===== src/rtl/scsi_ciu_pkg.sv =====
package scsi_ciu_pkg;
  localparam int OFS_W  = 4;
  localparam int BYTE_W = 8;
  localparam int SEQ_W  = 3;

  typedef logic [OFS_W-1:0]  ofs_t;
  typedef logic [BYTE_W-1:0] byte_t;

  // register offsets (read and write banks share the offset space)
  localparam ofs_t OFS_CMD    = 4'h3;
  localparam ofs_t OFS_STAT   = 4'h4;
  localparam ofs_t OFS_TGTID  = 4'h4;
  localparam ofs_t OFS_CAUSE  = 4'h5;
  localparam ofs_t OFS_STEP   = 4'h6;
  localparam ofs_t OFS_CFG    = 4'h8;
  localparam ofs_t OFS_FAULT  = 4'hB;
  localparam ofs_t OFS_CHIPID = 4'hE;

  // command codes (bits 6:0 of the command byte)
  localparam logic [6:0] OP_NOP     = 7'h00;
  localparam logic [6:0] OP_FLUSH   = 7'h01;
  localparam logic [6:0] OP_CHIPRST = 7'h02;
  localparam logic [6:0] OP_BUSRST  = 7'h03;
  localparam logic [6:0] OP_CMPLSEQ = 7'h11;
  localparam logic [6:0] OP_MSGOK   = 7'h12;
  localparam logic [6:0] OP_ATN     = 7'h1A;
  localparam logic [6:0] OP_SEL     = 7'h42;
  localparam logic [6:0] OP_SELSTOP = 7'h43;
  localparam logic [6:0] OP_SELEN   = 7'h44;

  // interrupt cause bits
  localparam byte_t CS_DONE  = 8'h08;
  localparam byte_t CS_SVC   = 8'h10;
  localparam byte_t CS_DISC  = 8'h20;
  localparam byte_t CS_BUSRST = 8'h80;

  // status bits and phase codes
  localparam byte_t ST_PEND  = 8'h80;
  localparam byte_t ST_TCNT  = 8'h10;
  localparam byte_t PH_DOUT  = 8'h00;
  localparam byte_t PH_CMD   = 8'h02;
  localparam byte_t PH_MSGIN = 8'h07;

  localparam logic [SEQ_W-1:0] STEP_ZERO = 3'd0;
  localparam logic [SEQ_W-1:0] STEP_DONE = 3'd4;

  localparam byte_t CFG_INIT   = 8'h07;
  localparam int    CFG_MASKBIT = 6;
  localparam byte_t CHIPID_VAL = 8'h04;

  // decoded effect of one command byte
  typedef struct packed {
    logic              legal;
    logic              chip_rst;
    logic              ld_stat;
    byte_t             stat;
    byte_t             stat_or;
    logic              ld_cause;
    byte_t             cause;
    logic              ld_step;
    logic [SEQ_W-1:0]  step;
    logic              raise;
    logic              sel_go;
    logic              sel_cmdph;
    logic              flush;
    logic              dma;
  } ciu_act_t;
endpackage


===== src/rtl/ciu_rst_sync.sv =====
module ciu_rst_sync #(
  parameter int STAGES = 2
) (
  input  logic clk,
  input  logic rst_n,
  output logic rst_n_sync
);
  logic [STAGES-1:0] chain_q;

  always_ff @(posedge clk or negedge rst_n) begin
    if (!rst_n) chain_q <= '0;
    else        chain_q <= {chain_q[STAGES-2:0], 1'b1};
  end

  assign rst_n_sync = chain_q[STAGES-1];
endmodule


===== src/rtl/ciu_addr_map.sv =====
module ciu_addr_map
  import scsi_ciu_pkg::*;
#(
  parameter int ADDR_W     = 8,
  parameter int ADDR_SHIFT = 2
) (
  input  logic [ADDR_W-1:0] addr,
  input  logic              rd_en,
  input  logic              wr_en,
  output ofs_t              ofs,
  output logic              wr_cmd,
  output logic              wr_tgtid,
  output logic              wr_cfg,
  output logic              rd_ack
);
  localparam int TOP = ADDR_SHIFT + OFS_W;

  logic addr_unused_lo, addr_unused_hi;

  assign ofs = addr[ADDR_SHIFT +: OFS_W];

  generate
    if (ADDR_SHIFT > 0) begin : g_lo
      assign addr_unused_lo = ^addr[ADDR_SHIFT-1:0];
    end else begin : g_nolo
      assign addr_unused_lo = 1'b0;
    end
    if (ADDR_W > TOP) begin : g_hi
      assign addr_unused_hi = ^addr[ADDR_W-1:TOP];
    end else begin : g_nohi
      assign addr_unused_hi = 1'b0;
    end
  endgenerate

  assign wr_cmd   = wr_en && (ofs == OFS_CMD);
  assign wr_tgtid = wr_en && (ofs == OFS_TGTID);
  assign wr_cfg   = wr_en && (ofs == OFS_CFG);
  // a write in the same cycle suppresses the acknowledge side effect
  assign rd_ack   = rd_en && !wr_en && (ofs == OFS_CAUSE);
endmodule


===== src/rtl/ciu_cmd_decode.sv =====
module ciu_cmd_decode
  import scsi_ciu_pkg::*;
(
  input  byte_t    cmd,
  input  logic     busrst_masked,
  input  logic     tgt_ok,
  output ciu_act_t act
);
  logic [6:0] op;
  assign op = cmd[6:0];

  always_comb begin
    act = '0;
    act.legal = 1'b1;
    unique case (op)
      OP_NOP, OP_ATN: ;
      OP_FLUSH: begin
        act.ld_cause = 1'b1;
        act.cause    = CS_DONE;
        act.ld_step  = 1'b1;
        act.step     = STEP_ZERO;
        act.flush    = 1'b1;
      end
      OP_CHIPRST: act.chip_rst = 1'b1;
      OP_BUSRST: begin
        act.ld_cause = 1'b1;
        act.cause    = CS_BUSRST;
        act.raise    = !busrst_masked;
      end
      OP_CMPLSEQ: begin
        act.ld_cause = 1'b1;
        act.cause    = CS_DONE;
        act.stat_or  = PH_MSGIN;
        act.raise    = 1'b1;
      end
      OP_MSGOK: begin
        act.ld_cause = 1'b1;
        act.cause    = CS_DISC;
        act.ld_step  = 1'b1;
        act.step     = STEP_ZERO;
        act.raise    = 1'b1;
      end
      OP_SEL, OP_SELSTOP: begin
        if (tgt_ok) begin
          act.sel_go    = 1'b1;
          act.sel_cmdph = (op == OP_SELSTOP);
        end else begin
          act.ld_stat  = 1'b1;
          act.stat     = '0;
          act.ld_cause = 1'b1;
          act.cause    = CS_DISC;
          act.ld_step  = 1'b1;
          act.step     = STEP_ZERO;
          act.raise    = 1'b1;
        end
      end
      OP_SELEN: begin
        act.ld_cause = 1'b1;
        act.cause    = '0;
      end
      default: act.legal = 1'b0;
    endcase
    act.dma = cmd[7] && act.legal && !act.chip_rst;
  end
endmodule


===== src/rtl/ciu_state_regs.sv =====
module ciu_state_regs
  import scsi_ciu_pkg::*;
#(
  parameter int TGT_W = 3
) (
  input  logic              clk,
  input  logic              rst_n,
  input  byte_t             wdata,
  input  logic              wr_cmd,
  input  logic              wr_tgtid,
  input  logic              wr_cfg,
  input  logic              rd_ack,
  input  ciu_act_t          act,
  input  logic              sel_done,
  output byte_t             stat,
  output byte_t             cause,
  output logic [SEQ_W-1:0]  step,
  output byte_t             cfg,
  output logic              fault,
  output logic [TGT_W-1:0]  tgtid,
  output logic              sel_busy,
  output logic [TGT_W-1:0]  sel_id,
  output logic              flush_pulse,
  output logic              dma_pulse
);
  byte_t             stat_q, stat_n, cause_q, cause_n, cfg_q, cfg_n;
  logic [SEQ_W-1:0]  step_q, step_n;
  logic [TGT_W-1:0]  tgtid_q, tgtid_n, selid_q, selid_n;
  logic              fault_q, fault_n, busy_q, busy_n, cmdph_q, cmdph_n;
  logic              flush_q, flush_n, dma_q, dma_n;

  // next-state: selection completion, then acknowledge read, then writes
  always_comb begin
    stat_n  = stat_q;
    cause_n = cause_q;
    step_n  = step_q;
    cfg_n   = cfg_q;
    tgtid_n = tgtid_q;
    selid_n = selid_q;
    fault_n = fault_q;
    busy_n  = busy_q;
    cmdph_n = cmdph_q;
    flush_n = 1'b0;
    dma_n   = 1'b0;

    if (sel_done && busy_q) begin
      stat_n  = ST_PEND | ST_TCNT | (cmdph_q ? PH_CMD : PH_DOUT);
      cause_n = CS_SVC | CS_DONE;
      step_n  = STEP_DONE;
      busy_n  = 1'b0;
    end

    if (rd_ack) begin
      cause_n = '0;
      stat_n  = stat_n & ~(ST_TCNT | ST_PEND);
      step_n  = STEP_DONE;
    end

    if (wr_tgtid) tgtid_n = wdata[TGT_W-1:0];
    if (wr_cfg)   cfg_n   = wdata;

    if (wr_cmd) begin
      if (!act.legal) begin
        fault_n = 1'b1;
      end else if (act.chip_rst) begin
        stat_n  = '0;
        cause_n = '0;
        step_n  = STEP_ZERO;
        cfg_n   = CFG_INIT;
        tgtid_n = '0;
        selid_n = '0;
        fault_n = 1'b0;
        busy_n  = 1'b0;
        cmdph_n = 1'b0;
      end else begin
        if (act.ld_stat)  stat_n  = act.stat;
        stat_n = stat_n | act.stat_or;
        if (act.ld_cause) cause_n = act.cause;
        if (act.ld_step)  step_n  = act.step;
        if (act.raise)    stat_n  = stat_n | ST_PEND;
        if (act.sel_go) begin
          busy_n  = 1'b1;
          cmdph_n = act.sel_cmdph;
          selid_n = tgtid_q;
        end
        flush_n = act.flush;
        dma_n   = act.dma;
      end
    end
  end

  always_ff @(posedge clk or negedge rst_n) begin
    if (!rst_n) begin
      stat_q  <= '0;
      cause_q <= '0;
      step_q  <= STEP_ZERO;
      cfg_q   <= CFG_INIT;
      tgtid_q <= '0;
      selid_q <= '0;
      fault_q <= 1'b0;
      busy_q  <= 1'b0;
      cmdph_q <= 1'b0;
      flush_q <= 1'b0;
      dma_q   <= 1'b0;
    end else begin
      stat_q  <= stat_n;
      cause_q <= cause_n;
      step_q  <= step_n;
      cfg_q   <= cfg_n;
      tgtid_q <= tgtid_n;
      selid_q <= selid_n;
      fault_q <= fault_n;
      busy_q  <= busy_n;
      cmdph_q <= cmdph_n;
      flush_q <= flush_n;
      dma_q   <= dma_n;
    end
  end

  assign stat        = stat_q;
  assign cause       = cause_q;
  assign step        = step_q;
  assign cfg         = cfg_q;
  assign fault       = fault_q;
  assign tgtid       = tgtid_q;
  assign sel_busy    = busy_q;
  assign sel_id      = selid_q;
  assign flush_pulse = flush_q;
  assign dma_pulse   = dma_q;
endmodule


===== src/rtl/scsi_cmd_irq_unit.sv =====
module scsi_cmd_irq_unit
  import scsi_ciu_pkg::*;
#(
  parameter int ADDR_W     = 8,
  parameter int ADDR_SHIFT = 2,
  parameter int TGT_N      = 8,
  localparam int TGT_W     = $clog2(TGT_N)
) (
  input  logic              clk,
  input  logic              rst_n,
  input  logic [ADDR_W-1:0] bus_addr,
  input  logic              bus_rd,
  input  logic              bus_wr,
  input  logic [7:0]        bus_wdata,
  output logic [7:0]        bus_rdata,
  output logic              irq,
  input  logic [TGT_N-1:0]  tgt_present,
  output logic              sel_req,
  output logic [TGT_W-1:0]  sel_target,
  input  logic              sel_done,
  output logic              fifo_flush,
  output logic              dma_start
);
  logic             rst_n_int;
  ofs_t             ofs;
  logic             wr_cmd, wr_tgtid, wr_cfg, rd_ack;
  ciu_act_t         act;
  byte_t            stat, cause, cfg;
  logic [SEQ_W-1:0] step;
  logic             fault;
  logic [TGT_W-1:0] tgtid;

  ciu_rst_sync #(.STAGES(2)) u_rst (
    .clk(clk), .rst_n(rst_n), .rst_n_sync(rst_n_int)
  );

  ciu_addr_map #(.ADDR_W(ADDR_W), .ADDR_SHIFT(ADDR_SHIFT)) u_map (
    .addr(bus_addr), .rd_en(bus_rd), .wr_en(bus_wr), .ofs(ofs),
    .wr_cmd(wr_cmd), .wr_tgtid(wr_tgtid), .wr_cfg(wr_cfg), .rd_ack(rd_ack)
  );

  ciu_cmd_decode u_dec (
    .cmd(bus_wdata),
    .busrst_masked(cfg[CFG_MASKBIT]),
    .tgt_ok(tgt_present[tgtid]),
    .act(act)
  );

  ciu_state_regs #(.TGT_W(TGT_W)) u_regs (
    .clk(clk), .rst_n(rst_n_int), .wdata(bus_wdata),
    .wr_cmd(wr_cmd), .wr_tgtid(wr_tgtid), .wr_cfg(wr_cfg), .rd_ack(rd_ack),
    .act(act), .sel_done(sel_done),
    .stat(stat), .cause(cause), .step(step), .cfg(cfg), .fault(fault),
    .tgtid(tgtid), .sel_busy(sel_req), .sel_id(sel_target),
    .flush_pulse(fifo_flush), .dma_pulse(dma_start)
  );

  // read bank
  always_comb begin
    unique case (ofs)
      OFS_STAT:   bus_rdata = stat;
      OFS_CAUSE:  bus_rdata = cause;
      OFS_STEP:   bus_rdata = {{(BYTE_W-SEQ_W){1'b0}}, step};
      OFS_CFG:    bus_rdata = cfg;
      OFS_FAULT:  bus_rdata = {7'b0, fault};
      OFS_CHIPID: bus_rdata = CHIPID_VAL;
      default:    bus_rdata = '0;
    endcase
  end

  assign irq = stat[7];
endmodule


===== config.mk =====
export PLATFORM = sky130hd
export DESIGN_NAME = scsi_cmd_irq_unit
export DESIGN_NICKNAME = d
export VERILOG_FILES = /design/src/rtl/scsi_ciu_pkg.sv /design/src/rtl/ciu_rst_sync.sv /design/src/rtl/ciu_addr_map.sv /design/src/rtl/ciu_cmd_decode.sv /design/src/rtl/ciu_state_regs.sv /design/src/rtl/scsi_cmd_irq_unit.sv
export SDC_FILE = /design/constraint.sdc
export NUM_CORES = 1
export LEC_CHECK = 0
export ABC_AREA = 1
export BUFFER_PORTS_ARGS = -buffer_cell sky130_fd_sc_hd__buf_2
export CAP_MARGIN = 20
export CORE_MARGIN = 2
export CORE_UTILIZATION = 36
export DETAILED_ROUTE_END_ITERATION = 12
export PLACE_DENSITY_LB_ADDON = 0.08
export REMOVE_ABC_BUFFERS = 1
export SLEW_MARGIN = 0
export SYNTH_ARGS = -nofsm -noshare
export SYNTH_HDL_FRONTEND = slang
export SYNTH_SLANG_ARGS = --single-unit

===== constraint.sdc =====
create_clock -name clk -period 1.7 [get_ports clk]
set_input_delay 0.17 -clock clk [delete_from_list [all_inputs] [get_ports clk]]
set_output_delay 0.17 -clock clk [all_outputs]
set_load 0.01 [all_outputs]

==> tab_implementation.tex, run 1 <==
\begin{tabular}{lr}
\hline
Metric & Value \\
\hline
\multicolumn{2}{l}{\textbf{Synthesis}} \\
\quad Xor/xnor share of the synthesized area & 0\% \\
\quad Netlist area before placement & 2332 um2 \\
\quad Synth Flop Type & sky130\_fd\_sc\_hd\_\_dfrtp\_1 \\
\quad Synth Area in Compound Gates & 12.50\% \\
\quad Netlist cell types & 30 \\
\quad Average instance area after synthesis & 7.311 um2 \\
\quad Share of the yosys chip area belonging to registers & 43.08\% \\
\quad Post-synth EDFFs & 0 \\
\quad Synthesized instance count & 319 \\
\quad Share of synthesized cell area in and, or, nand and nor gates & 35.30\% \\
\quad Share of cell area taken by muxes after synthesis & 0\% \\
\quad FF+latch count, synth & 40 \\
\quad Main combinational cell family by area after synthesis & simple AND/OR/NAND/NOR gates \\
\quad Adder-cell area share of the yosys netlist & 0\% \\
\quad Synth warn & 0 \\
\quad Post-synth ARST share & 100.0\% \\
\multicolumn{2}{l}{\textbf{Critical path}} \\
\quad CP arrival & 1730 ps \\
\quad CP required & 1920 ps \\
\quad Worst Setup Start Kind & flip-flop \\
\quad Class of the most critical setup path & reg -> reg \\
\quad CP max FO & 11 \\
\quad Crit. End Element & flip-flop \\
\multicolumn{2}{l}{\textbf{GRT}} \\
\quad Initial antenna violation count & 0 \\
\quad Number of global-route vias before repair & 2028 \\
\quad First-pass GRT wire length & 9.729 mm \\
\quad Pin count of the biggest net entering global routing & 39 \\
\quad Overall Global Routing Usage & 17.15\% \\
\quad Overflow left after global routing & 0 \\
\multicolumn{2}{l}{\textbf{STA}} \\
\quad Clock tree skew after final layout & 8.156 ps \\
\quad Final Max Tran Viols & 0 \\
\quad Post-route fraction of the period consumed by the critical path & 88.65\% \\
\quad Number of setup violations in the final report & 0 \\
\quad Clock period minus worst slack & 1507 ps \\
\quad Final-report hold violation count & 0 \\
\quad Worst setup slack after layout & 192.9 ps \\
\quad Unrepaired setup endpoints after global routing & no \\
\quad Setup TNS & 0 ps \\
\quad Fmax & 663.5 MHz \\
\multicolumn{2}{l}{\textbf{Route}} \\
\quad Via count & 2124 \\
\quad Final routed DRC violation total & 0 \\
\quad Final WL & 5.779 mm \\
\quad DR WL/cell & 12.87 um \\
\quad Count of nets left with antenna violations after detail routing & 0 \\
\quad Drt via density & 4.731 \\
\quad Detailed-routing iteration count for the pre-antenna-repair pass & 4 \\
\quad Starting DRT DRC Count & 110 \\
\multicolumn{2}{l}{\textbf{CTS}} \\
\quad Post-CTS setup-driven buffer insertion count & 0 \\
\quad Clock buffer count from CTS & 5 \\
\quad Clock root cell & sky130\_fd\_sc\_hd\_\_clkbuf\_8 \\
\quad H-tree depth & 2 \\
\quad Clock tree sinks & 40 \\
\quad Maximum clock path buffer count & 2 \\
\quad Clock-pin slew on the worst setup and hold paths & 80 ps \\
\quad CTS tree & built \\
\quad Clock latency on the worst-skew pair & 300 ps \\
\multicolumn{2}{l}{\textbf{Final layout}} \\
\quad Layout Cell Area excl Fill & 2778 um2 \\
\quad Leading cell type in the layout, fill and taps excluded & sky130\_fd\_sc\_hd\_\_nand2\_1 \\
\quad Final layout net count & 400 \\
\quad Ratio of cells with drive above 1 in the final layout & 25.54\% \\
\quad Most frequent cells in the layout & sky130\_fd\_sc\_hd\_\_nand2\_1 (108), sky130\_fd\_sc\_hd\_\_buf\_2 (39), sky130\_fd\_sc\_hd\_\_dfrtp\_1 (36) \\
\quad Ant. Diodes & 0 \\
\quad Layout overhead on the synthesized area & 19.10\% \\
\multicolumn{2}{l}{\textbf{Floorplanning}} \\
\quad Starting Density & 36.94\% \\
\quad Die boundary width & 84.49 um \\
\quad CORE AREA & 6314 um2 \\
\quad Chip Height & 84.49 um \\
\quad Number of primary I/O pins & 44 \\
\quad Standard-cell rows & 29 \\
\quad Area enclosed by the die boundary & 7139 um2 \\
\multicolumn{2}{l}{\textbf{Placed design}} \\
\quad Cell area reported after detailed placement & 2659 um2 \\
\quad Place WS & 148.5 ps \\
\quad DP HPWL & 4.495 mm \\
\quad Port buffer count & 39 \\
\quad Routability Congestion & 0.7985 \\
\multicolumn{2}{l}{\textbf{Power and ir drop}} \\
\quad Pwr per Cell Area & 784.8 nW/um2 \\
\quad Pleak & 1.635 nW \\
\quad Maximum ir drop on the vdd rail & 0.3830 mV \\
\quad Power after layout & 0.002180 W \\
\multicolumn{2}{l}{\textbf{Min path}} \\
\quad Class of the tightest hold or removal check & in -> reg \\
\multicolumn{2}{l}{\textbf{Run}} \\
\quad Maxcap violations & 0 \\
\multicolumn{2}{l}{\textbf{Outcome}} \\
\quad Status & finished, final reports clean \\
\hline
\end{tabular}
[power breakdown]
part | internal (W) | switching (W)
logic | 0.000119 | 0.000206
registers | 0.00104 | 0.0000453
clock network | 0.000436 | 0.000333
[registers in the layout (all words and copies together), names as in the netlist]
| name | count |
|---|---|
| u_regs.stat | 8 |
| u_regs.dma_pulse | 1 |
| u_regs.flush_pulse | 1 |
| u_regs.fault | 1 |
| u_regs.sel_busy | 1 |
| u_regs.cause | 8 |
| u_regs.cfg | 8 |
| u_regs.cmdph_q | 1 |
| u_rst.chain_q | 2 |
| u_regs.tgtid | 3 |
| u_regs.sel_id | 3 |
| u_regs.step | 3 |
[cells by family (layout without fill, tap and decap cells)]
logic type / Yosys count / after routing
compound gates: 52 / 52
buf+inv: 51 / 104
flops: 40 / 40
simple gates: 175 / 175
other cells: 1 / 1
[layer usage]
metal | wire [um] | global-route usage [%] | vias to the layer above
met4 | 63 | 4.473 | 0
li1 | - | - | 1107
met2 | 2582 | 27.13 | 35
met5 | 0 | 0 | -
met3 | 214 | 4.130 | 5
met1 | 2919 | 23.70 | 977
[cell usage after synthesis, drive strengths merged, types with 2 or more instances]
cell type,count,share of area [%]
buf,4,1.4
nor2,30,7.3
a21boi,2,0.64
o211ai,5,1.6
a21oi,21,4.7
inv,47,7.6
dfstp,3,3.4
nand3,19,4.1
o21ai,20,4.3
nand2,120,22
nand4,2,0.54
o2111ai,2,0.75
dfrtp,37,40
[stage by stage]
stage	instances	utilization, %	hold WS, ps
detailed placement	440	42.11	-43.95
floorplan	315	-	-125.6
finish	449	44.00	149.0
global placement	440	42.11	-44.55
CTS	449	43.98	147.5
global route	449	44.00	148.6
[what timing repair did]
item,in CTS,in global routing
hold buffers,1,0
resized for setup,0,1
hold endpoints to repair,2,0
endpoints found under the setup margin,0,3
[final timing paths]
kind	from	to	slack (ps)	depth (start not counted)
worst max-delay path	u_regs.tgtid[0]$_DFF_PN0_	u_regs.cause[0]$_DFF_PN0_	190	9
worst max register to register	u_regs.tgtid[0]$_DFF_PN0_	u_regs.cause[0]$_DFF_PN0_	190	9
worst min-delay path	bus_wdata[7]	u_regs.dma_pulse$_DFF_PN0_	150	2
worst min register to register	u_rst.chain_q[1]$_DFF_PN0_	u_regs.cfg[5]$_DFF_PN0_	300	1
min in group asynchronous	rst_n	u_rst.chain_q[0]$_DFF_PN0_	190	2
max in group asynchronous	u_rst.chain_q[1]$_DFF_PN0_	u_regs.cfg[2]$_DFF_PN1_	1030	1
[area by class of cell]
type	count	area (um2)
fillers	692	3536
multi-input cells	228	1119
flip-flops and latches	40	1006
repair buffers	49	272.8
inverters	47	176.4
well taps	77	96.34
clock buffers	6	72.57
clock inverters	2	35.03
[worst max-delay path: stages (launching register included)]
cell	delay, ps
sky130_fd_sc_hd__dfrtp_2	430
sky130_fd_sc_hd__inv_2	70
sky130_fd_sc_hd__nand2_1	60
sky130_fd_sc_hd__nand3_1	60
sky130_fd_sc_hd__nand2_1	80
sky130_fd_sc_hd__nand2_1	60
sky130_fd_sc_hd__nand3_1	80
sky130_fd_sc_hd__buf_4	190
sky130_fd_sc_hd__nand3_1	210
sky130_fd_sc_hd__a21oi_1	210
(Power assumes the default switching activity.)
==> inputs of run 2 (changes only) <==
Settings changed: CTS_BUF_LIST from default to sky130_fd_sc_hd__clkbuf_16.
==> tab_implementation.tex, run 2 (synthesis gave the netlist of run 1 again) <==
\begin{tabular}{lr}
\hline
Metric & Value \\
\hline
\multicolumn{2}{l}{\textbf{Critical path}} \\
\quad CP max FO & 11 (unchanged) \\
\quad Worst Setup Start Kind & flip-flop \\
\quad CP required & 1910 ps (about the same) \\
\quad Crit. End Element & flip-flop \\
\quad CP arrival & 1710 ps (-20 ps) \\
\quad Class of the most critical setup path & reg -> reg \\
\multicolumn{2}{l}{\textbf{Placed design}} \\
\quad Routability Congestion & 0.7985 (unchanged) \\
\quad Cell area reported after detailed placement & 2659 um2 (unchanged) \\
\quad Place WS & 148.5 ps (unchanged) \\
\quad DP HPWL & 4.495 mm (unchanged) \\
\quad Port buffer count & 39 (unchanged) \\
\multicolumn{2}{l}{\textbf{Final layout}} \\
\quad Layout overhead on the synthesized area & 21.51\% \\
\quad Ratio of cells with drive above 1 in the final layout & 25.54\% (unchanged) \\
\quad Fill count & 687 (-0.72\%) \\
\quad Most frequent cells in the layout & sky130\_fd\_sc\_hd\_\_nand2\_1 (108), sky130\_fd\_sc\_hd\_\_buf\_2 (39), sky130\_fd\_sc\_hd\_\_inv\_1 (36), sky130\_fd\_sc\_hd\_\_dfrtp\_1 (36), sky130\_fd\_sc\_hd\_\_nor2\_1 (22) \\
\quad Layout Cell Area excl Fill & 2834 um2 (+2.0\%) \\
\quad Leading cell type in the layout, fill and taps excluded & sky130\_fd\_sc\_hd\_\_nand2\_1 \\
\quad Ant. Diodes & 0 (unchanged) \\
\quad Final layout net count & 400 (unchanged) \\
\multicolumn{2}{l}{\textbf{CTS}} \\
\quad H-tree depth & 2 (unchanged) \\
\quad Clock-pin slew on the worst setup and hold paths & 60 ps (-20 ps) \\
\quad Clock latency on the worst-skew pair & 280 ps (-20 ps) \\
\quad Maximum clock path buffer count & 2 (unchanged) \\
\quad Clock tree sinks & 40 (unchanged) \\
\quad Clock buffer count from CTS & 5 (unchanged) \\
\quad Clock root cell & sky130\_fd\_sc\_hd\_\_clkbuf\_16 \\
\quad CTS tree & built \\
\multicolumn{2}{l}{\textbf{Route}} \\
\quad Via count & 2118 (-0.28\%) \\
\quad Drt via density & 4.717 (-0.28\%) \\
\quad Detailed-routing iteration count for the pre-antenna-repair pass & 4 (unchanged) \\
\quad Final WL & 5.783 mm (about the same) \\
\quad Starting DRT DRC Count & 110 (unchanged) \\
\quad Final routed DRC violation total & 0 (unchanged) \\
\quad Count of nets left with antenna violations after detail routing & 0 (unchanged) \\
\quad DR WL/cell & 12.88 um (about the same) \\
\multicolumn{2}{l}{\textbf{STA}} \\
\quad Clock period minus worst slack & 1504 ps (-3.407 ps) \\
\quad Final-layout worst hold slack & 164.2 ps (+15.14 ps) \\
\quad Final-report hold violation count & 0 (unchanged) \\
\quad Final Max Tran Viols & 0 (unchanged) \\
\quad Fmax & 665.0 MHz (+0.23\%) \\
\quad Unrepaired setup endpoints after global routing & no \\
\quad Clock tree skew after final layout & 3.620 ps (-4.536 ps) \\
\quad Number of setup violations in the final report & 0 (unchanged) \\
\quad Worst setup slack after layout & 196.3 ps (+3.407 ps) \\
\quad Setup TNS & 0 ps (unchanged) \\
\quad Post-route fraction of the period consumed by the critical path & 88.45\% (-0.20 points) \\
\multicolumn{2}{l}{\textbf{GRT}} \\
\quad Initial antenna violation count & 0 (unchanged) \\
\quad Pin count of the biggest net entering global routing & 39 (unchanged) \\
\quad Overall Global Routing Usage & 17.30\% (+0.14 points) \\
\quad Overflow left after global routing & 0 (unchanged) \\
\quad First-pass GRT wire length & 9.804 mm (+0.77\%) \\
\quad Number of global-route vias before repair & 2038 (+0.49\%) \\
\multicolumn{2}{l}{\textbf{Floorplanning}} \\
\quad CORE AREA & 6314 um2 (unchanged) \\
\quad Chip Height & 84.49 um (unchanged) \\
\quad Area enclosed by the die boundary & 7139 um2 (unchanged) \\
\quad Number of primary I/O pins & 44 (unchanged) \\
\quad Standard-cell rows & 29 (unchanged) \\
\quad Die boundary width & 84.49 um (unchanged) \\
\quad Starting Density & 36.94\% (unchanged) \\
\multicolumn{2}{l}{\textbf{Power and ir drop}} \\
\quad Maximum ir drop on the vdd rail & 0.4039 mV (+5.5\%) \\
\quad Pwr per Cell Area & 867.7 nW/um2 (+11\%) \\
\quad Pleak & 1.665 nW (+1.8\%) \\
\quad Power after layout & 0.002459 W (+13\%) \\
\multicolumn{2}{l}{\textbf{Min path}} \\
\quad Class of the tightest hold or removal check & in -> reg \\
\multicolumn{2}{l}{\textbf{Outcome}} \\
\quad Status & finished, final reports clean \\
\multicolumn{2}{l}{\textbf{Run}} \\
\quad Maxcap violations & 0 (unchanged) \\
\hline
\end{tabular}
run 2: changes by cell type in the layout (fill, tap and decap cells not counted), sizes merged:
cell and change:
clkbuf -1, inv +1
run 2: timing repair:
item	CTS	global route
gates resized for setup	0	1
buffers inserted	0	0
hold buffers	1	0
endpoints found under the setup margin	0	2
hold endpoints to repair	2	0
run 2: per-layer routing:
| layer | track usage (%) | routed length [um] |
|---|---|---|
| met1 | 23.82 | 2900 |
| met2 | 27.27 | 2618 |
| met3 | 3.540 | 212 |
| met4 | 5.772 | 52 |
| met5 | 0 | 0 |
run 2: final timing paths:
| kind | slack, ps | start | endpoint | depth (start not counted) |
|---|---|---|---|---|
| max | 200 | u_regs.tgtid[0]$_DFF_PN0_ | u_regs.cause[2]$_DFF_PN0_ | 9 |
| min | 160 | bus_wdata[7] | u_regs.dma_pulse$_DFF_PN0_ | 2 |
| max reg2reg | 200 | u_regs.tgtid[0]$_DFF_PN0_ | u_regs.cause[2]$_DFF_PN0_ | 9 |
| min reg2reg | 300 | u_rst.chain_q[1]$_DFF_PN0_ | u_regs.cfg[5]$_DFF_PN0_ | 1 |
| max in group asynchronous | 1020 | u_rst.chain_q[1]$_DFF_PN0_ | u_regs.tgtid[0]$_DFF_PN0_ | 1 |
| min in group asynchronous | 210 | rst_n | u_rst.chain_q[0]$_DFF_PN0_ | 2 |
run 2: per-stage QoR:
step                      util (%)  std cells
after global routing         44.89        449
after floorplan                  -        315
after detailed placement     42.11        440
final                        44.89        449
after CTS                    44.87        449
after global placement       42.11        440
run 2: worst max-delay path, cell delays in order, from the launching register on:
cell and delay, ps:
sky130_fd_sc_hd__dfrtp_2 420, sky130_fd_sc_hd__inv_2 70, sky130_fd_sc_hd__nand2_1 60, sky130_fd_sc_hd__nand3_1 60
sky130_fd_sc_hd__nand2_1 80, sky130_fd_sc_hd__nand2_1 60, sky130_fd_sc_hd__nand3_1 80, sky130_fd_sc_hd__buf_4 180
sky130_fd_sc_hd__nand3_1 210, sky130_fd_sc_hd__a21oi_1 210
run 2: area by class of cell:
| class | count | area (um2) | share of cell area, % |
|---|---|---|---|
| Multi-Input combinational cell | 228 | 1119 | 39.47 |
| Sequential cell | 40 | 1006 | 35.50 |
| Timing Repair Buffer | 49 | 272.8 | 9.625 |
| Inverter | 47 | 176.4 | 6.225 |
| Clock buffer | 5 | 125.1 | 4.415 |
| Tap cell | 77 | 96.34 | 3.400 |
| Clock inverter | 3 | 38.79 | 1.369 |
run 2: where the power goes:
| group | switching, W | internal [W] |
|---|---|---|
| Clock | 0.000362 | 0.000684 |
| Sequential | 0.0000455 | 0.00104 |
| Combinational | 0.000206 | 0.000119 |
| Total | 0.000613 | 0.00185 |
==> inputs of run 3 (changes only) <==
Settings changed: ABC_AREA 1 to default, CORE_MARGIN 2 to default.
==> tab_implementation.tex, run 3 <==
\begin{tabular}{lr}
\hline
Metric & Value \\
\hline
\multicolumn{2}{l}{\textbf{GRT}} \\
\quad Pin count of the biggest net entering global routing & 39 (unchanged) \\
\quad Overflow left after global routing & 0 (unchanged) \\
\quad First-pass GRT wire length & 10.13 mm (+3.3\%) \\
\quad Number of global-route vias before repair & 2027 (-0.54\%) \\
\quad Overall Global Routing Usage & 21.54\% (+4.2 points) \\
\quad Initial antenna violation count & 0 (unchanged) \\
\multicolumn{2}{l}{\textbf{CTS}} \\
\quad CTS tree & built \\
\quad H-tree depth & 2 (unchanged) \\
\quad Clock tree sinks & 40 (unchanged) \\
\quad Clock root cell & sky130\_fd\_sc\_hd\_\_clkbuf\_16 \\
\quad Clock-pin slew on the worst setup and hold paths & 60 ps (about the same) \\
\quad Clock latency on the worst-skew pair & 280 ps (about the same) \\
\quad Clock buffer count from CTS & 5 (unchanged) \\
\quad Maximum clock path buffer count & 2 (unchanged) \\
\multicolumn{2}{l}{\textbf{Final layout}} \\
\quad Finished Layout Cells & 391 (-13\%) \\
\quad Final layout net count & 347 (-13\%) \\
\quad FF/Latch Area & 1006 um2 (unchanged) \\
\quad Ant. Diodes & 0 (unchanged) \\
\quad Leading cell type in the layout, fill and taps excluded & sky130\_fd\_sc\_hd\_\_buf\_4 \\
\quad Layout Cell Area excl Fill & 3079 um2 (+8.7\%) \\
\quad Layout overhead on the synthesized area & 43.67\% \\
\quad Area used by multi-input combinational logic & 1194 um2 (+6.7\%) \\
\quad Ratio of cells with drive above 1 in the final layout & 41.69\% (+16 points) \\
\quad Most frequent cells in the layout & sky130\_fd\_sc\_hd\_\_buf\_4 (45), sky130\_fd\_sc\_hd\_\_nand2\_1 (38), sky130\_fd\_sc\_hd\_\_buf\_2 (38) \\
\quad Fill count & 551 (-20\%) \\
\multicolumn{2}{l}{\textbf{Synthesis}} \\
\quad Post-synth ARST share & 100.0\% (unchanged) \\
\quad Synth top area cells & sky130\_fd\_sc\_hd\_\_dfrtp\_1 (43\%), sky130\_fd\_sc\_hd\_\_nand2\_1 (6.7\%), sky130\_fd\_sc\_hd\_\_o21ai\_0 (5.4\%), sky130\_fd\_sc\_hd\_\_mux2i\_1 (4.7\%), sky130\_fd\_sc\_hd\_\_dfstp\_2 (3.7\%) \\
\quad Netlist area before placement & 2143 um2 (-8.1\%) \\
\quad Share of the yosys chip area belonging to registers & 46.88\% (+3.8 points) \\
\quad Synthesized instance count & 233 (-27\%) \\
\quad Post-synth EDFFs & 0 (unchanged) \\
\quad Synth warn & 0 (unchanged) \\
\quad Synth Flop Type & sky130\_fd\_sc\_hd\_\_dfrtp\_1 \\
\quad FF+latch count, synth & 40 (unchanged) \\
\quad Fraction of post-synthesis cell area in the top cell type by area & 43.20\% (+3.5 points) \\
\quad Average instance area after synthesis & 9.199 um2 (+26\%) \\
\quad Most area-hungry cell type in the Yosys netlist & sky130\_fd\_sc\_hd\_\_dfrtp\_1 \\
\quad Netlist cell types & 49 (+63\%) \\
\quad Cell with the most instances after synthesis & sky130\_fd\_sc\_hd\_\_nand2\_1 \\
\quad Most frequent cells after synthesis & sky130\_fd\_sc\_hd\_\_nand2\_1 (38), sky130\_fd\_sc\_hd\_\_dfrtp\_1 (37), sky130\_fd\_sc\_hd\_\_o21ai\_0 (23), sky130\_fd\_sc\_hd\_\_nor2\_1 (21), sky130\_fd\_sc\_hd\_\_a21oi\_1 (12) \\
\multicolumn{2}{l}{\textbf{Floorplanning}} \\
\quad Number of primary I/O pins & 44 (unchanged) \\
\quad CORE AREA & 5608 um2 (-11\%) \\
\quad Area enclosed by the die boundary & 6266 um2 (-12\%) \\
\quad Die boundary width & 79.16 um (-6.3\%) \\
\quad Starting Density & 38.22\% (+1.3 points) \\
\quad Standard-cell rows & 27 (-6.9\%) \\
\quad Chip Height & 79.16 um (-6.3\%) \\
\multicolumn{2}{l}{\textbf{STA}} \\
\quad Final Max Tran Viols & 0 (unchanged) \\
\quad Final-layout worst hold slack & 128.0 ps (-36.19 ps) \\
\quad Fmax & 584.5 MHz (-12\%) \\
\quad Max-slew headroom & 66.60\% \\
\quad Number of setup violations in the final report & 1 (+1) \\
\quad Unrepaired setup endpoints after global routing & yes \\
\quad Post-route fraction of the period consumed by the critical path & 100.6\% (+12 points) \\
\quad Final-report hold violation count & 0 (unchanged) \\
\quad Worst setup slack after layout & -10.84 ps (-207.1 ps) \\
\quad Clock period minus worst slack & 1711 ps (+207.1 ps) \\
\quad Clock tree skew after final layout & 2.910 ps (-0.7097 ps) \\
\quad Transition time of the tightest slew-check pin & 501.0 ps \\
\multicolumn{2}{l}{\textbf{Power and ir drop}} \\
\quad Maximum ir drop on the vdd rail & 0.5169 mV (+28\%) \\
\quad Pleak & 1.430 nW (-14\%) \\
\quad Pwr per Cell Area & 849.7 nW/um2 (-2.1\%) \\
\multicolumn{2}{l}{\textbf{Route}} \\
\quad Final WL & 6.322 mm (+9.3\%) \\
\quad DR WL/cell & 16.17 um (+26\%) \\
\quad Final routed DRC violation total & 0 (unchanged) \\
\quad Count of nets left with antenna violations after detail routing & 0 (unchanged) \\
\quad Drt via density & 5.263 (+12\%) \\
\quad Starting DRT DRC Count & 155 (+41\%) \\
\quad Via count & 2058 (-2.8\%) \\
\quad Detailed-routing iteration count for the pre-antenna-repair pass & 4 (unchanged) \\
\multicolumn{2}{l}{\textbf{Critical path}} \\
\quad Crit. End Element & flip-flop \\
\quad CP arrival & 1910 ps (+200 ps) \\
\quad CP max FO & 6 (-5) \\
\quad Worst Setup Start Kind & primary input \\
\quad Class of the most critical setup path & in -> reg \\
\quad CP required & 1900 ps (about the same) \\
\multicolumn{2}{l}{\textbf{Placed design}} \\
\quad DP HPWL & 4.657 mm (+3.6\%) \\
\quad Placed cell count & 379 (-14\%) \\
\quad Port buffer count & 39 (unchanged) \\
\quad Cell area reported after detailed placement & 2720 um2 (+2.3\%) \\
\quad Routability Congestion & 0.8016 (+0.39\%) \\
\multicolumn{2}{l}{\textbf{Run}} \\
\quad Maxcap violations & 0 (unchanged) \\
\multicolumn{2}{l}{\textbf{Min path}} \\
\quad Class of the tightest hold or removal check & in -> reg \\
\multicolumn{2}{l}{\textbf{Outcome}} \\
\quad Status & finished, violations left \\
\quad Failing checks & setup timing \\
\hline
\end{tabular}
## run 3: cell count changes after synthesis, moves of 8 or more
cell / delta
sky130_fd_sc_hd__nand2b_1: +8
sky130_fd_sc_hd__mux2i_1: +10
sky130_fd_sc_hd__inv_2: -12
sky130_fd_sc_hd__inv_1: -32
sky130_fd_sc_hd__a21oi_1: -8
sky130_fd_sc_hd__nand2_1: -70
sky130_fd_sc_hd__nand3_1: -10
## run 3: per-stage QoR
| stage | setup slack (ps) | TNS (ps) | power [W] | utilization [%] |
|---|---|---|---|---|
| 6_report | -10.84 | -10.84 | 0.002616 | 54.91 |
| 5_1_grt | -71.05 | -456.8 | 0.002729 | 54.91 |
| 4_1_cts | 1.934 | 0 | 0.002613 | 52.70 |
| 3_5_place_dp | -294.1 | -7220 | 0.001468 | 48.51 |
| 3_3_place_gp | -257.8 | -6709 | 0.001467 | 48.51 |
| 2_1_floorplan | -175.7 | -2919 | 0.001247 | - |
## run 3: area by class of cell
| class | instances | area share [%] |
|---|---|---|
| Tap cell | 72 | 2.926 |
| Inverter | 3 | 0.3657 |
| Timing Repair Buffer | 90 | 19.67 |
| Multi-Input combinational cell | 178 | 38.76 |
| Sequential cell | 40 | 32.67 |
| Clock buffer | 5 | 4.063 |
| Clock inverter | 3 | 1.544 |
## run 3: what timing repair did
action / CTS / global route
gates resized for setup: 9 / 33
setup endpoints to repair: 24 / 23
setup buffers: 0 / 3
pin swaps: 2 / 14
hold endpoints to repair: 2 / 0
hold buffers: 1 / 0
## run 3: kinds of logic after synthesis
| group | count (synthesis) | share of synthesized area, % |
|---|---|---|
| muxes | 14 | 6.772 |
| DFF | 40 | 46.88 |
| and+or+nand+nor | 108 | 26.80 |
| AOI/OAI and AO/OA | 55 | 16.00 |
| buffers and inverters | 15 | 3.385 |
| other | 1 | 0.1750 |
## run 3: routing by layer
layer	wire length [um]	track usage, %	part of all wire, %
met1	2880	27.66	46
met2	3079	35.09	49
met3	248	4.253	3.9
met4	114	9.273	1.8
met5	0	0	0
## run 3: final timing paths
path / start / endpoint / slack, ps / cells past startpoint
worst max-delay path: bus_wdata[1] / u_regs.cause[3]$_DFF_PN0_ / -10 / 6
worst min-delay path: bus_wdata[7] / u_regs.dma_pulse$_DFF_PN0_ / 130 / 3
worst max register to register: u_regs.tgtid[0]$_DFF_PN0_ / u_regs.sel_id[2]$_DFFE_PN0P_ / 10 / 6
worst min register to register: u_rst.chain_q[1]$_DFF_PN0_ / u_regs.stat[3]$_DFF_PN0_ / 310 / 1
max in group asynchronous: u_rst.chain_q[1]$_DFF_PN0_ / u_regs.tgtid[0]$_DFF_PN0_ / 1020 / 1
min in group asynchronous: rst_n / u_rst.chain_q[1]$_DFF_PN0_ / 190 / 2
## run 3: worst max-delay path, stage by stage
cell	delay [ps]
sky130_fd_sc_hd__buf_2	130
sky130_fd_sc_hd__nand2b_4	140
sky130_fd_sc_hd__or4_4	480
sky130_fd_sc_hd__a311o_2	460
sky130_fd_sc_hd__or3b_4	430
sky130_fd_sc_hd__o21ai_1	100
## run 3: where the power goes
part | internal (W) | total, W | switching (W)
Combinational | 0.000221 | 0.000422 | 0.000201
Sequential | 0.00103 | 0.00110 | 0.0000660
Clock | 0.000698 | 0.00110 | 0.000400
